$ cat src/rtl/cal_rtc_pkg.sv
package cal_rtc_pkg;
  // Register offsets (software decodes these)
  localparam int OFS_SET_WR  = 'h00;
  localparam int OFS_SET_RD  = 'h04;
  localparam int OFS_CAL_WR  = 'h08;
  localparam int OFS_CAL_RD  = 'h0C;
  localparam int OFS_NOW     = 'h10;
  localparam int OFS_TICK    = 'h14;
  localparam int OFS_ALARM   = 'h18;
  localparam int OFS_STATUS  = 'h20;
  localparam int OFS_MASK    = 'h24;
  localparam int OFS_ENABLE  = 'h28;
  localparam int OFS_DISABLE = 'h2C;
  localparam int OFS_CTRL    = 'h40;

  // Interrupt source positions
  localparam int SRC_SEC   = 0;
  localparam int SRC_ALARM = 1;
  localparam int NUM_SRC   = 2;

  // Control bit positions
  localparam int CTL_BATT_BIT = 31;
  localparam int CTL_OSC_BIT  = 24;
endpackage

$ cat src/rtl/rtc_prescaler.sv
module rtc_prescaler #(
  parameter int TICK_W = 16,
  parameter int FRAC_W = 4
) (
  input  logic              clk,
  input  logic              rst,
  input  logic              restart,
  input  logic [TICK_W-1:0] reload,
  input  logic              frac_en,
  input  logic [FRAC_W-1:0] frac,
  output logic [TICK_W:0]   tick_cnt,
  output logic              wrap
);
  localparam int CNT_W = TICK_W + 1;
  localparam int ACC_W = FRAC_W + 1;

  logic [CNT_W-1:0]  cnt;
  logic [FRAC_W-1:0] acc;
  logic              stretch;
  logic [CNT_W-1:0]  limit;
  logic [ACC_W-1:0]  acc_sum;

  always_comb begin
    limit   = {1'b0, reload} + CNT_W'(stretch);
    wrap    = (cnt == limit) && !restart;
    acc_sum = {1'b0, acc} + {1'b0, (frac_en ? frac : {FRAC_W{1'b0}})};
  end

  always_ff @(posedge clk) begin
    if (rst || restart) begin
      cnt     <= '0;
      acc     <= '0;
      stretch <= 1'b0;
    end else if (wrap) begin
      cnt     <= '0;
      stretch <= acc_sum[FRAC_W];
      acc     <= acc_sum[FRAC_W-1:0];
    end else begin
      cnt <= cnt + 1'b1;
    end
  end

  assign tick_cnt = cnt;

  // the tick count never exceeds reload plus one stretch tick
  a_r2_cnt_bounded: assert property (@(posedge clk) disable iff (rst)
    cnt <= ({1'b0, reload} + CNT_W'(1)));

  // with compensation off, no second is stretched
  a_r3_no_stretch_when_off: assert property (@(posedge clk) disable iff (rst)
    (!frac_en && wrap) |=> !stretch);
endmodule

$ cat src/rtl/rtc_seconds.sv
module rtc_seconds #(
  parameter int SEC_W = 32
) (
  input  logic             clk,
  input  logic             rst,
  input  logic             wrap,
  input  logic             set_wr,
  input  logic [SEC_W-1:0] set_data,
  input  logic [SEC_W-1:0] alarm_val,
  output logic [SEC_W-1:0] secs,
  output logic [SEC_W-1:0] set_val,
  output logic             sec_evt,
  output logic             alarm_evt
);
  logic             pend;
  logic [SEC_W-1:0] next_secs;

  always_comb begin
    next_secs = pend ? set_val : secs + 1'b1;
    sec_evt   = wrap;
    alarm_evt = wrap && (next_secs == alarm_val);
  end

  always_ff @(posedge clk) begin
    if (rst) begin
      secs    <= '0;
      set_val <= '0;
      pend    <= 1'b0;
    end else begin
      if (set_wr) set_val <= set_data;
      if (wrap)   secs    <= next_secs;
      if (set_wr)     pend <= 1'b1;
      else if (wrap)  pend <= 1'b0;
    end
  end

  // a plain boundary advances by exactly one
  a_r6_advance_one: assert property (@(posedge clk) disable iff (rst)
    (wrap && !pend) |=> (secs == $past(secs) + SEC_W'(1)));

  // a pending value is loaded at the boundary
  a_r5_pending_loads: assert property (@(posedge clk) disable iff (rst)
    (wrap && pend) |=> (secs == $past(set_val)));

  // the running count holds between boundaries
  a_r5_hold_between: assert property (@(posedge clk) disable iff (rst)
    !wrap |=> $stable(secs));
endmodule

$ cat src/rtl/rtc_irq.sv
module rtc_irq #(
  parameter int NSRC = 2
) (
  input  logic            clk,
  input  logic            rst,
  input  logic [NSRC-1:0] evt,
  input  logic            clr_wr,
  input  logic            en_wr,
  input  logic            dis_wr,
  input  logic [NSRC-1:0] wbits,
  output logic [NSRC-1:0] status,
  output logic [NSRC-1:0] enable,
  output logic [NSRC-1:0] irq
);
  for (genvar i = 0; i < NSRC; i++) begin : g_src
    always_ff @(posedge clk) begin
      if (rst) begin
        status[i] <= 1'b0;
        enable[i] <= 1'b0;
        irq[i]    <= 1'b0;
      end else begin
        if (evt[i])                      status[i] <= 1'b1;
        else if (clr_wr && wbits[i])     status[i] <= 1'b0;
        if (en_wr && wbits[i])           enable[i] <= 1'b1;
        else if (dis_wr && wbits[i])     enable[i] <= 1'b0;
        irq[i] <= status[i] & enable[i];
      end
    end

    // an event sets its bit even against a same-cycle clear
    a_r8_event_wins: assert property (@(posedge clk) disable iff (rst)
      evt[i] |=> status[i]);

    // a disabled source keeps its line low next cycle
    a_r10_masked_low: assert property (@(posedge clk) disable iff (rst)
      !enable[i] |=> !irq[i]);
  end
endmodule

$ cat src/rtl/cal_rtc.sv
module cal_rtc #(
  parameter int                 TICK_W     = 16,
  parameter int                 FRAC_W     = 4,
  parameter int                 SEC_W      = 32,
  parameter int                 ADDR_W     = 8,
  parameter int                 DATA_W     = 32,
  parameter logic [TICK_W-1:0]  RST_RELOAD = 16'h7FFF
) (
  input  logic              clk,
  input  logic              rst,
  input  logic              bus_wr,
  input  logic              bus_rd,
  input  logic [ADDR_W-1:0] bus_addr,
  input  logic [DATA_W-1:0] bus_wdata,
  output logic [DATA_W-1:0] bus_rdata,
  output logic              irq_sec,
  output logic              irq_alarm
);
  import cal_rtc_pkg::*;

  localparam int FRAC_LSB = TICK_W;
  localparam int FEN_BIT  = TICK_W + FRAC_W;
  localparam int CAL_W    = FEN_BIT + 1;

  localparam logic [ADDR_W-1:0] A_SET_WR  = ADDR_W'(OFS_SET_WR);
  localparam logic [ADDR_W-1:0] A_SET_RD  = ADDR_W'(OFS_SET_RD);
  localparam logic [ADDR_W-1:0] A_CAL_WR  = ADDR_W'(OFS_CAL_WR);
  localparam logic [ADDR_W-1:0] A_CAL_RD  = ADDR_W'(OFS_CAL_RD);
  localparam logic [ADDR_W-1:0] A_NOW     = ADDR_W'(OFS_NOW);
  localparam logic [ADDR_W-1:0] A_TICK    = ADDR_W'(OFS_TICK);
  localparam logic [ADDR_W-1:0] A_ALARM   = ADDR_W'(OFS_ALARM);
  localparam logic [ADDR_W-1:0] A_STATUS  = ADDR_W'(OFS_STATUS);
  localparam logic [ADDR_W-1:0] A_MASK    = ADDR_W'(OFS_MASK);
  localparam logic [ADDR_W-1:0] A_ENABLE  = ADDR_W'(OFS_ENABLE);
  localparam logic [ADDR_W-1:0] A_DISABLE = ADDR_W'(OFS_DISABLE);
  localparam logic [ADDR_W-1:0] A_CTRL    = ADDR_W'(OFS_CTRL);

  // Register state
  logic [TICK_W-1:0] cal_reload;
  logic [FRAC_W-1:0] cal_frac;
  logic              cal_fen;
  logic [SEC_W-1:0]  alarm_q;
  logic              ctl_batt;
  logic              ctl_osc;

  // Write decode
  logic w_set, w_cal, w_alarm, w_clr, w_en, w_dis, w_ctl;
  always_comb begin
    w_set   = bus_wr && (bus_addr == A_SET_WR);
    w_cal   = bus_wr && (bus_addr == A_CAL_WR);
    w_alarm = bus_wr && (bus_addr == A_ALARM);
    w_clr   = bus_wr && (bus_addr == A_STATUS);
    w_en    = bus_wr && (bus_addr == A_ENABLE);
    w_dis   = bus_wr && (bus_addr == A_DISABLE);
    w_ctl   = bus_wr && (bus_addr == A_CTRL);
  end

  always_ff @(posedge clk) begin
    if (rst) begin
      cal_reload <= RST_RELOAD;
      cal_frac   <= '0;
      cal_fen    <= 1'b0;
      alarm_q    <= '0;
      ctl_batt   <= 1'b0;
      ctl_osc    <= 1'b0;
    end else begin
      if (w_cal) begin
        cal_reload <= bus_wdata[TICK_W-1:0];
        cal_frac   <= bus_wdata[FRAC_LSB +: FRAC_W];
        cal_fen    <= bus_wdata[FEN_BIT];
      end
      if (w_alarm) alarm_q <= bus_wdata[SEC_W-1:0];
      if (w_ctl) begin
        ctl_batt <= bus_wdata[CTL_BATT_BIT];
        ctl_osc  <= bus_wdata[CTL_OSC_BIT];
      end
    end
  end

  // Datapath
  logic [TICK_W:0]      tick_cnt;
  logic                 wrap;
  logic [SEC_W-1:0]     secs;
  logic [SEC_W-1:0]     set_val;
  logic                 sec_evt;
  logic                 alarm_evt;
  logic [NUM_SRC-1:0]   evt;
  logic [NUM_SRC-1:0]   status;
  logic [NUM_SRC-1:0]   enable;
  logic [NUM_SRC-1:0]   irq;

  rtc_prescaler #(.TICK_W(TICK_W), .FRAC_W(FRAC_W)) u_presc (
    .clk(clk), .rst(rst), .restart(w_cal),
    .reload(cal_reload), .frac_en(cal_fen), .frac(cal_frac),
    .tick_cnt(tick_cnt), .wrap(wrap)
  );

  rtc_seconds #(.SEC_W(SEC_W)) u_secs (
    .clk(clk), .rst(rst), .wrap(wrap),
    .set_wr(w_set), .set_data(bus_wdata[SEC_W-1:0]), .alarm_val(alarm_q),
    .secs(secs), .set_val(set_val), .sec_evt(sec_evt), .alarm_evt(alarm_evt)
  );

  always_comb begin
    evt            = '0;
    evt[SRC_SEC]   = sec_evt;
    evt[SRC_ALARM] = alarm_evt;
  end

  rtc_irq #(.NSRC(NUM_SRC)) u_irq (
    .clk(clk), .rst(rst), .evt(evt),
    .clr_wr(w_clr), .en_wr(w_en), .dis_wr(w_dis),
    .wbits(bus_wdata[NUM_SRC-1:0]),
    .status(status), .enable(enable), .irq(irq)
  );

  assign irq_sec   = irq[SRC_SEC];
  assign irq_alarm = irq[SRC_ALARM];

  // Read mux, registered
  logic [DATA_W-1:0] rd_mux;
  always_comb begin
    rd_mux = '0;
    case (bus_addr)
      A_SET_RD: rd_mux = DATA_W'(set_val);
      A_CAL_RD: rd_mux = DATA_W'({cal_fen, cal_frac, cal_reload});
      A_NOW:    rd_mux = DATA_W'(secs);
      A_TICK:   rd_mux = DATA_W'(tick_cnt);
      A_ALARM:  rd_mux = DATA_W'(alarm_q);
      A_STATUS: rd_mux = DATA_W'(status);
      A_MASK:   rd_mux = DATA_W'(enable);
      A_CTRL: begin
        rd_mux[CTL_BATT_BIT] = ctl_batt;
        rd_mux[CTL_OSC_BIT]  = ctl_osc;
      end
      default:  rd_mux = '0;
    endcase
  end

  always_ff @(posedge clk) begin
    if (rst)         bus_rdata <= '0;
    else if (bus_rd) bus_rdata <= rd_mux;
  end

  // read data holds when no read is issued
  a_r12_rdata_holds: assert property (@(posedge clk) disable iff (rst)
    !bus_rd |=> $stable(bus_rdata));

  // a calibration write restarts the tick counter
  a_r4_restart: assert property (@(posedge clk) disable iff (rst)
    w_cal |=> (tick_cnt == '0));

  // the alarm status bit rises only at a second boundary
  a_r7_alarm_on_boundary: assert property (@(posedge clk) disable iff (rst)
    $rose(status[SRC_ALARM]) |-> $past(wrap));
endmodule

$ cat config.mk
export PLATFORM = sky130hd
export DESIGN_NAME = cal_rtc
export DESIGN_NICKNAME = d
export VERILOG_FILES = /design/src/rtl/cal_rtc_pkg.sv /design/src/rtl/rtc_prescaler.sv /design/src/rtl/rtc_seconds.sv /design/src/rtl/rtc_irq.sv /design/src/rtl/cal_rtc.sv
export SDC_FILE = /design/constraint.sdc
export NUM_CORES = 1
export LEC_CHECK = 0
export BUFFER_PORTS_ARGS = -buffer_cell sky130_fd_sc_hd__clkbuf_2
export CAP_MARGIN = 25
export CORE_MARGIN = 2
export CORE_UTILIZATION = 42
export DETAILED_ROUTE_END_ITERATION = 16
export PLACE_DENSITY_LB_ADDON = 0.1
export SKIP_CTS_REPAIR_TIMING = 1
export SLEW_MARGIN = 20
export SYNTH_ARGS = -nofsm -noshare
export SYNTH_HDL_FRONTEND = slang
export SYNTH_SLANG_ARGS = --single-unit
$ cat constraint.sdc
create_clock -name clk -period 4.23 [get_ports clk]
set_input_delay 0.6345 -clock clk [delete_from_list [all_inputs] [get_ports clk]]
set_output_delay 0.6345 -clock clk [all_outputs]
set_load 0.03 [all_outputs]
# After elaboration in Yosys (flattened, before gate mapping)
# Index checks and enable logic that the tools add are counted.
word_totals:
  register_bits: 180
  elab_cells: 78
op_classes:
  addsub: 4
  n_eq_ne: 13
  mux: 16
  bitwise_logic: 2
  n_reduce_logical: 24
op_table:
  columns: ["op", "n"]
  rows:
  - ["one-hot mux 24 bit (7 select lines)", 1]
  - ["adder 32 x 1 -> 32 bit, second input constant", 1]
  - ["equality test 32 bit", 1]
  - ["equality test 8 x 6 -> 1 bit, second input constant", 4]
  - ["two-way mux 32 bit", 1]
  - ["equality test 8 x 5 -> 1 bit, second input constant", 3]
  - ["one-hot mux 6 bit (3 select lines)", 1]
  - ["adder 16 x 1 -> 17 bit", 1]
  - ["adder 17 x 1 -> 17 bit, second input constant", 1]
  - ["equality test 17 bit", 1]
  - ["equality test 8 x 4 -> 1 bit, second input constant", 2]
  - ["logical AND 1 bit", 15]
  - ["two-way mux 1 bit", 10]
  - ["nonzero test 2 bit", 5]
  - ["equality test 8 x 3 -> 1 bit, second input constant", 1]
  - ["equality test 8 x 7 -> 1 bit, second input constant", 1]
  - ["logical NOT 8 bit", 1]
  - ["one-hot mux 1 bit (4 select lines)", 2]
  - ["adder 4 x 4 -> 5 bit", 1]
  - ["two-way mux 4 bit", 1]
  - ["bitwise AND 1 bit", 2]
  - ["OR reduction 2 bit", 1]
  - ["logical NOT 1 bit", 1]
  - ["logical OR 1 bit", 1]

# Longest topological paths before layout
# Gate-level depths: netlist (run 1).
depth:
  word_depth: 6
  depth_mapped: 13
  ltp_nobuf: 10

# Cells and area by module
# From an unflattened synthesis (run 1), not the netlist that was laid out.
unflattened:
  cells_unflattened: 1335
  area_unflattened_um2: 10864.2
modules_own_cells:
  columns: ["mod", "n_inst", "cells_each", "area_each_um2", "seq_area_each_um2"]
  rows:
  - ["rtc_seconds", 1, 593, 4586.9, 1301.2]
  - ["cal_rtc", 1, 526, 4480.5, 1741.7]
  - ["rtc_prescaler", 1, 194, 1591.5, 440.4]
  - ["rtc_irq", 1, 22, 205.2, 120.1]

# Worst setup path before layout (run 1)
# No wires, ideal clock.
synth_timing:
  kind: "input-to-reg"
  from: "input port bus_addr[0]"
  to: "register u_irq.status[1]"
  setup_time_ns: 0.087
  arrival_time_ns: 3.211
  t_required_ns: 4.143
  setup_slack_ns: 0.932
  stages: 8
  path_buffers: 0
  path_cell_list: "nand4bb_1 nor3b_1 or4_1 or4_1 a2111oi_4 nand3_1 or4_1 o31ai_1"
synth_between:
  elab_chain_cells: 6
synth_lines:
  columns: ["item", "line_no", "text"]
  rows:
  - ["from (decl)", "cal_rtc.sv:13", "input logic [ADDR_W-1:0] bus_addr,"]
  - ["equality test 8 x 4 -> 1 bit", "cal_rtc.sv:50", "w_cal = bus_wr && (bus_addr == A_CAL_WR);"]
  - ["logical AND 1 bit", "cal_rtc.sv:50", null]
  - ["logical NOT 1 bit", "rtc_prescaler.sv:25", "wrap = (cnt == limit) && !restart;"]
  - ["logical AND 1 bit", "rtc_prescaler.sv:25", null]
  - ["logical AND 1 bit", "rtc_seconds.sv:21", "alarm_evt = wrap && (next_secs == alarm_val);"]
  - ["two-way mux 1 bit / nonzero test 2 bit (equally long branches)", null, null]
  - ["to (signal, indexed assignment)", "rtc_irq.sv:18", "status[i] <= 1'b0;"]
  - ["to (signal, indexed assignment)", "rtc_irq.sv:22", "if (evt[i]) status[i] <= 1'b1;"]
  - ["to (signal, indexed assignment)", "rtc_irq.sv:23", "else if (clr_wr && wbits[i]) status[i] <= 1'b0;"]
  - ["to (decl)", "rtc_irq.sv:11", "output logic [NSRC-1:0] status,"]
# Several ways; a longest one is shown, not always the timed one.
# A chain may end at the register's enable or synchronous reset.

# Worst setup path after layout (run 1)
layout_timing:
  from: "register cal_reload[0]"
  to: "register u_secs.secs[9]"
layout_between:
  elab_chain_cells: 3
layout_lines:
  columns: ["item", "line_no", "text"]
  rows:
  - ["from (decl)", "cal_rtc.sv:39", "logic [TICK_W-1:0] cal_reload;"]
  - ["from (signal assigned)", "cal_rtc.sv:68", "cal_reload <= bus_wdata[TICK_W-1:0];"]
  - ["adder 16 x 1 -> 17 bit", "rtc_prescaler.sv:24", "limit = {1'b0, reload} + CNT_W'(stretch);"]
  - ["equality test 17 bit", "rtc_prescaler.sv:25", null]
  - ["logical AND 1 bit", "rtc_prescaler.sv:25", null]
  - ["to (signal assigned)", "rtc_seconds.sv:31", "if (wrap) secs <= next_secs;"]
  - ["to (decl)", "rtc_seconds.sv:10", "output logic [SEC_W-1:0] secs,"]
# No other way between the ends.

==> results of run 1 <==
[power by group through the flow]
| stage | clock network, mW | logic [mW] | registers [mW] |
|---|---|---|---|
| 2_1_floorplan | 0 | 0.102 | 1.77 |
| 3_3_place_gp | 0 | 0.177 | 1.77 |
| 3_5_place_dp | 0 | 0.178 | 1.77 |
| 4_1_cts | 1.74 | 0.178 | 1.73 |
| 5_1_grt | 1.80 | 0.194 | 1.74 |
| 6_report | 1.73 | 0.179 | 1.74 |
[worst max-delay path, delay by kind of cell (launching register included)]
family | cells | cell delay, ns
adders and majority gates | 2 | 0.45
and+or+nand+nor | 5 | 1.79
DFF | 1 | 0.36
buffers and inverters | 1 | 0.22
AOI/OAI and AO/OA | 2 | 0.61
xor gates and xnor gates | 1 | 0.15
[placed cells by master (no fill, tap or decap), drive strengths merged, types with 39 or more instances in the layout]
cell type  Yosys  final
nor2         120    120
inv           31     39
clkbuf        93     94
a22oi         56     56
nand2        224    224
dfxtp        180    180
xnor2         45     45
nand3         44     44
a21oi        130    130
a31oi         39     39
[kinds of logic after synthesis]
| logic type | share of synthesized area [%] |
|---|---|
| AOI/OAI and AO/OA | 22.8 |
| xor gates and xnor gates | 6.77 |
| adders and majority gates | 1.19 |
| buffers and inverters | 5.14 |
| DFF | 35.7 |
| muxes | 3.99 |
| and+or+nand+nor | 24.5 |
[state kept, by name (all words and copies together), names as in the netlist]
name / count
cal_frac: 4
cal_fen: 1
u_irq.irq: 2
bus_rdata: 32
alarm_q: 32
u_secs.pend: 1
ctl_batt: 1
u_secs.secs: 32
u_irq.status: 2
u_presc.acc: 4
cal_reload: 16
u_presc.tick_cnt: 17
u_secs.set_val: 32
ctl_osc: 1
u_irq.enable: 2
u_presc.stretch: 1
[per-layer routing]
metal / up-vias / part of all wire [%] / track usage, %
met4: 0 / 2.6 / 8.60
met5: - / 0 / 0
met2: 308 / 43 / 40.8
met3: 53 / 5.5 / 4.48
li1: 4811 / - / -
met1: 4866 / 49 / 40.3
[worst max-delay path by stage]
stage                              from         endpoint  slack [ns]  cells after the start
after floorplan             bus_addr[0]  u_irq.status[1]        0.93                      8
after global placement           bus_wr   u_secs.secs[9]        0.49                     10
after detailed placement         bus_wr   u_secs.secs[9]        0.44                     10
after CTS                 cal_reload[0]   u_secs.secs[9]        0.60                     11
after global routing      cal_reload[0]   u_secs.secs[9]        0.40                     11
final                     cal_reload[0]   u_secs.secs[9]        0.59                     11
[metrics by stage]
stage	cells	power (mW)	utilization, %	setup slack, ns	hold slack [ns]
floorplan	1328	1.87	-	0.932	0.419
CTS	1687	3.65	48.4	0.601	0.419
global route	1687	3.73	48.5	0.404	0.427
finish	1687	3.64	48.5	0.591	0.420
global placement	1655	1.95	45.8	0.489	0.447
detailed placement	1655	1.95	45.8	0.437	0.451
[layout make-up]
cell class,instances,area share (%)
well taps,319,3.50
clock buffers,18,3.85
flip-flops and latches,180,31.6
multi-input cells,1014,52.7
clock inverters,14,1.60
inverters,31,1.02
repair buffers,111,5.74
==> flow_metrics.env, run 1 <==
export IMPL_cellLeakagePower_nw=3.84
export IMPL_net_total_in_the_final_layout=1408
export IMPL_yosys_area_top_type_share_pct=35.7
export IMPL_setup_worst_path_start_class="flop"
export IMPL_clock_latency_ns=0.44
export IMPL_ff_latch_area_sq_um=3600
export IMPL_grt_overflow=0
export IMPL_floorplan_io_pins=78
export IMPL_critical_path_max_fanout=11
export IMPL_setup_worst_path_class="reg -> reg"
export IMPL_portBuffers=77
export IMPL_clock_power_share_pct=47.4
export IMPL_period_needed_ns=3.64
export IMPL_worst_clock_skew_ns=0.0109
export IMPL_h_tree_depth=4
export IMPL_vias_per_cell=5.95
export IMPL_finalWirelength_um=35100
export IMPL_detailedRoute_firstIterationViolations=942
export IMPL_timing_hold_violations_final=0
export IMPL_min_path_cells=3
export IMPL_synth_area_leader_cell="sky130_fd_sc_hd__dfxtp_1"
export IMPL_coreArea_sq_um=23500
export IMPL_track_usage_pct=27.4
export IMPL_postSynthAreaPerCell_sq_um=7.60
export IMPL_fmax_ghz=0.275
export IMPL_critPathSlowestCell="sky130_fd_sc_hd__or4_1"
export IMPL_power_share_switching_pct=26.2
export IMPL_clkSlewWorstSetupHoldPaths_ns=0.08
export IMPL_cts_root_buffer_cell="sky130_fd_sc_hd__clkbuf_16"
export IMPL_power_per_cell_area_nw_per_um2=319
export IMPL_yosys_top_cells_area="sky130_fd_sc_hd__dfxtp_1 36%, sky130_fd_sc_hd__nand2_1 8.3%, sky130_fd_sc_hd__a21oi_1 6.4%, sky130_fd_sc_hd__nor2_1 4.5%, sky130_fd_sc_hd__a22oi_1 4.2%"
export IMPL_setup_viol_count_final=0
export IMPL_worst_r2r_cell_count=11
export IMPL_drtAntennaViolNets=0
export IMPL_min_to="u_secs.set_val[22]"
export IMPL_worstHoldPathType="in -> reg"
export IMPL_fin_area_sq_um=11400
export IMPL_async_flop_share_pct=0
export IMPL_die_w_um=159
export IMPL_syn2layout_area_growth_pct=13.0
export IMPL_detailedRoute_firstPassIterationCount=8
export IMPL_routabilityCongestion=0.922
export IMPL_ratio_of_final_minimum_period_to_clock_period_pct=86.0
export IMPL_critical_path_arrival_ns=4.01
export IMPL_yosys_register_bits=180
export IMPL_row_count=56
export IMPL_part_of_the_power_in_registers_pct=47.7
export IMPL_clock_tree_sinks=180
export IMPL_floorplan_die_area_sq_um=25300
export IMPL_detailroute_via_count=10038
export IMPL_cts_tree="done"
export IMPL_initial_util_pct=42.9
export IMPL_yosysWarningCount=0
export IMPL_cp_slowest_stage_delay_ns=0.56
export IMPL_drt_wirelength_per_cell_um=20.8
export IMPL_first_global_vias=9272
export IMPL_p_switching_mw=0.953
export IMPL_multi_input_area_sq_um=6020
export IMPL_yosys_top_cells_count="224 x sky130_fd_sc_hd__nand2_1, 180 x sky130_fd_sc_hd__dfxtp_1, 130 x sky130_fd_sc_hd__a21oi_1"
export IMPL_register_area_share_after_synthesis_pct=35.7
export IMPL_dp_hpwl_um=24700
export IMPL_largest_net_degree_at_the_start_of_global_routing=80
export IMPL_cells_after_synth=1328
export IMPL_path_cells="ha_1 -> ha_1 -> nand3_1 -> xnor2_1 -> or4_1 -> or4_1 -> a2111oi_4 -> nand3_1 -> buf_4 -> or4_1 -> a31oi_1"
export IMPL_drv_cap=0
export IMPL_insertedDiodeCount=0
export IMPL_die_height_um=159
export IMPL_synth_cell_types=69
export IMPL_cts_buffers_inserted=17
export IMPL_power_internal_mw=2.69
export IMPL_hp_start="bus_wdata[22]"
export IMPL_yosys_most_used_dff="sky130_fd_sc_hd__dfxtp_1"
export IMPL_cp_common_cell="sky130_fd_sc_hd__or4_1"
export IMPL_finalSetupTns_ns=0
export IMPL_final_layout_size_suffix_gt1_share_pct=11.8
export IMPL_syn_num_nets=1381
export IMPL_n_fill_cell=2426
export IMPL_slew_violations=0
export IMPL_grt_antenna_before_repair=0
export IMPL_vdd_ir_drop_max_uv=206
export IMPL_status="completed"
export IMPL_drcViolationCount=0
export IMPL_grt_first_pass_wirelength_um=54800
export IMPL_crit_reg2reg_capture="u_secs.secs[9]"
export IMPL_worst_slew_pin_slew_ns=1.02
export IMPL_worstSetupEndpointType="flop"
export IMPL_rsz0062_at_grt="no"
export IMPL_synth_edf_count=0
export IMPL_combinationalPowerShare_pct=4.9
export IMPL_placement_cell_area_sq_um=10800
export IMPL_setup_reg_to_reg_worst_slack_ns=0.59
export IMPL_rr_startpoint="cal_reload[0]"
export IMPL_worst_slew_margin_rel_pct=31.7
export IMPL_synth_most_common_cell="sky130_fd_sc_hd__nand2_1"
export IMPL_syn_area_sq_um=10100
export IMPL_crit_required_ns=4.60
export IMPL_cts_path_max_buffers=2
Power figures use the tool's default switching activity.
==> run 2, diff against run 1 <==
--- a/config.mk
+++ b/config.mk
@@ -5,8 +5,10 @@
 export SDC_FILE = /design/constraint.sdc
 export NUM_CORES = 1
 export LEC_CHECK = 0
+export ABC_AREA = 1
 export BUFFER_PORTS_ARGS = -buffer_cell sky130_fd_sc_hd__clkbuf_2
 export CAP_MARGIN = 25
+export CORE_ASPECT_RATIO = 1.5
 export CORE_MARGIN = 2
 export CORE_UTILIZATION = 42
 export DETAILED_ROUTE_END_ITERATION = 16
==> flow_metrics.env, run 2 <==
export IMPL_status="completed"
export IMPL_drv_cap=0
export IMPL_clock_latency_ns=0.45
export IMPL_grt_overflow=0
export IMPL_route_met3_wl_um=1350
export IMPL_finalSetupTns_ns=0
export IMPL_h_tree_depth=4
export IMPL_drtAntennaViolNets=0
export IMPL_worst_slew_pin_slew_ns=1.08
export IMPL_crit_required_ns=4.62
export IMPL_largest_net_degree_at_the_start_of_global_routing=104
export IMPL_setup_viol_count_final=0
export IMPL_ratio_of_final_minimum_period_to_clock_period_pct=76.1
export IMPL_initial_util_pct=42.4
export IMPL_synth_edf_count=0
export IMPL_detailedRoute_firstIterationViolations=736
export IMPL_yosysWarningCount=0
export IMPL_setup_worst_path_class="reg -> reg"
export IMPL_routabilityCongestion=0.920
export IMPL_clock_tree_sinks=180
export IMPL_async_flop_share_pct=0
export IMPL_vias_per_cell=5.32
export IMPL_vdd_ir_drop_max_uv=307
export IMPL_power_per_cell_area_nw_per_um2=315
export IMPL_die_height_um=193
export IMPL_synth_most_common_cell="sky130_fd_sc_hd__nand2_1"
export IMPL_m1WireLength_um=14500
export IMPL_ff_latch_area_sq_um=3600
export IMPL_post_synth_and_or_nand_nor_area_fraction_pct=32.3
export IMPL_syn_num_nets=1606
export IMPL_clkSlewWorstSetupHoldPaths_ns=0.07
export IMPL_yosys_area_top_type_share_pct=36.2
export IMPL_critical_path_max_fanout=38
export IMPL_syn2layout_area_growth_pct=12.2
export IMPL_worst_slew_margin_rel_pct=27.8
export IMPL_synth_xor_xnor_area_share_pct=2.99
export IMPL_worstHoldPathType="in -> reg"
export IMPL_grt_first_pass_wirelength_um=55000
export IMPL_dp_hpwl_um=27500
export IMPL_die_w_um=130
export IMPL_critical_path_arrival_ns=3.60
export IMPL_drt_wirelength_per_cell_um=19.1
export IMPL_worst_clock_skew_ns=0.00958
export IMPL_detailedRoute_firstPassIterationCount=5
export IMPL_cts_root_buffer_cell="sky130_fd_sc_hd__clkbuf_16"
export IMPL_highest_count_cells_in_the_layout_ignoring_fill_and_taps="442 x sky130_fd_sc_hd__nand2_1, 180 x sky130_fd_sc_hd__dfxtp_1, 173 x sky130_fd_sc_hd__inv_1, 167 x sky130_fd_sc_hd__nor2_1, 140 x sky130_fd_sc_hd__a21oi_1"
export IMPL_register_area_share_after_synthesis_pct=36.2
export IMPL_syn_area_sq_um=9950
export IMPL_cellLeakagePower_nw=4.71
export IMPL_multi_input_area_sq_um=5410
export IMPL_period_needed_ns=3.22
export IMPL_setup_reg_to_reg_worst_slack_ns=1.01
export IMPL_synth_compound_area_share_pct=17.8
export IMPL_insertedDiodeCount=0
export IMPL_yosys_top_cells_area="sky130_fd_sc_hd__dfxtp_1 36%, sky130_fd_sc_hd__nand2_1 17%, sky130_fd_sc_hd__a21oi_1 7.0%, sky130_fd_sc_hd__inv_1 6.6%, sky130_fd_sc_hd__nor2_1 6.3%"
export IMPL_met2RoutedLength_um=18300
export IMPL_post_synth_mux_area_share_pct=0
export IMPL_cells_after_synth=1553
export IMPL_rsz0062_at_grt="no"
export IMPL_grt_antenna_before_repair=0
export IMPL_n_fill_cell=2564
export IMPL_cts_tree="done"
export IMPL_yosys_register_bits=180
export IMPL_synth_fa_ha_area_share_pct=1.21
export IMPL_slew_violations=0
export IMPL_timing_hold_violations_final=0
export IMPL_synth_cell_types=44
export IMPL_final_layout_size_suffix_gt1_share_pct=9.12
export IMPL_net_total_in_the_final_layout=1652
export IMPL_finalWirelength_um=36900
export IMPL_postSynthAreaPerCell_sq_um=6.41
export IMPL_setup_worst_path_start_class="flop"
export IMPL_cts_path_max_buffers=2
export IMPL_track_usage_pct=29.8
export IMPL_fmax_ghz=0.311
export IMPL_layout_setup_ws_ns=1.01
export IMPL_floorplan_io_pins=78
export IMPL_worst_setup_slack_before_clock_tree_synthesis_ns=0.908
export IMPL_yosys_top_cells_count="443 x sky130_fd_sc_hd__nand2_1, 180 x sky130_fd_sc_hd__dfxtp_1, 174 x sky130_fd_sc_hd__inv_1"
export IMPL_detailroute_via_count=10272
export IMPL_floorplan_die_area_sq_um=25000
export IMPL_yosys_most_used_dff="sky130_fd_sc_hd__dfxtp_1"
export IMPL_cts_buffers_inserted=17
export IMPL_portBuffers=77
export IMPL_final_common_cell="sky130_fd_sc_hd__nand2_1"
export IMPL_first_global_vias=9475
export IMPL_top_layer_used="met4"
export IMPL_coreArea_sq_um=23500
export IMPL_row_count=69
export IMPL_dominant_combinational_cell_family_by_area_after_synthesis="simple AND/OR/NAND/NOR gates"
export IMPL_synth_area_leader_cell="sky130_fd_sc_hd__dfxtp_1"
export IMPL_worstSetupEndpointType="flop"
export IMPL_drcViolationCount=0
run 2: cell types whose count changed in the layout (fill, tap and decap cells not counted), moves of 13 or more:
cell | before | now
sky130_fd_sc_hd__a22oi_1 | 56 | 0
sky130_fd_sc_hd__a31oi_1 | 39 | 0
sky130_fd_sc_hd__nand2_1 | 224 | 442
sky130_fd_sc_hd__buf_4 | 34 | 15
sky130_fd_sc_hd__mux2i_1 | 38 | 0
sky130_fd_sc_hd__inv_1 | 31 | 173
sky130_fd_sc_hd__nor4_1 | 14 | 1
sky130_fd_sc_hd__nand3_1 | 44 | 98
sky130_fd_sc_hd__nor2_1 | 119 | 167
sky130_fd_sc_hd__o22ai_1 | 9 | 28
sky130_fd_sc_hd__xnor2_1 | 45 | 6
sky130_fd_sc_hd__o21ai_0 | 19 | 119
sky130_fd_sc_hd__and3_1 | 15 | 2
run 2: cells by family (layout without fill, tap and decap cells):
kind of cell,Yosys count,in the layout
AND/OR/NAND/NOR,770,770
AO/OA/AOI/OAI,324,324
adder cells (fa/ha/maj),9,9
XOR/XNOR,30,30
buffers and inverters,240,299
flip-flops,180,180
run 2: critical path, stage by stage, from the launching register on:
cell and delay, ns:
sky130_fd_sc_hd__dfxtp_1 0.36, sky130_fd_sc_hd__ha_1 0.22, sky130_fd_sc_hd__ha_1 0.30, sky130_fd_sc_hd__nand3_2 0.13, sky130_fd_sc_hd__nor2_1 0.11, sky130_fd_sc_hd__nand3_1 0.13
sky130_fd_sc_hd__nor2_2 0.18, sky130_fd_sc_hd__nand2_1 0.11, sky130_fd_sc_hd__xor2_1 0.15, sky130_fd_sc_hd__nand2_1 0.10, sky130_fd_sc_hd__nor2_4 0.21, sky130_fd_sc_hd__nand3_4 0.39
sky130_fd_sc_hd__buf_4 0.43, sky130_fd_sc_hd__nand2_1 0.12, sky130_fd_sc_hd__nand2_1 0.06, sky130_fd_sc_hd__nor2_1 0.12
run 2: area by class of cell:
class,count,area share [%]
Clock buffer,19,3.87
Sequential cell,180,32.3
Timing Repair Buffer,92,4.46
Clock inverter,13,1.57
Multi-Input combinational cell,1133,48.4
Inverter,175,5.88
Tap cell,319,3.57
run 2: worst paths after layout:
path	from	end	depth (start not counted)
setup / recovery	cal_reload[0]	u_secs.secs[5]	15
hold / removal	bus_wdata[14]	cal_reload[14]	3
setup reg to reg	cal_reload[0]	u_secs.secs[5]	15
hold reg to reg	bus_rdata[28]	bus_rdata[28]	2
run 2: stage by stage:
stage / instances / area, sq um / util [%] / total power, mW / hold WS, ns
floorplan: 1553 / 9950 / - / 1.81 / 0.425
CTS: 1931 / 11200 / 47.6 / 3.54 / 0.425
finish: 1931 / 11200 / 47.6 / 3.51 / 0.436
detailed placement: 1899 / 10600 / 45.0 / 1.87 / 0.454
global route: 1931 / 11200 / 47.6 / 3.61 / 0.434
global placement: 1899 / 10600 / 45.0 / 1.87 / 0.453
run 2: layer usage:
layer,vias to the layer above,track usage [%]
met5,-,0
met4,0,20.6
met3,96,3.71
met2,289,51.9
met1,4752,33.5
li1,5135,-
run 2: report_power, final:
group          total, mW  internal [mW]  switching, mW
logic              0.125         0.0349         0.0905
registers           1.70           1.70        0.00519
clock network       1.69          0.942          0.745
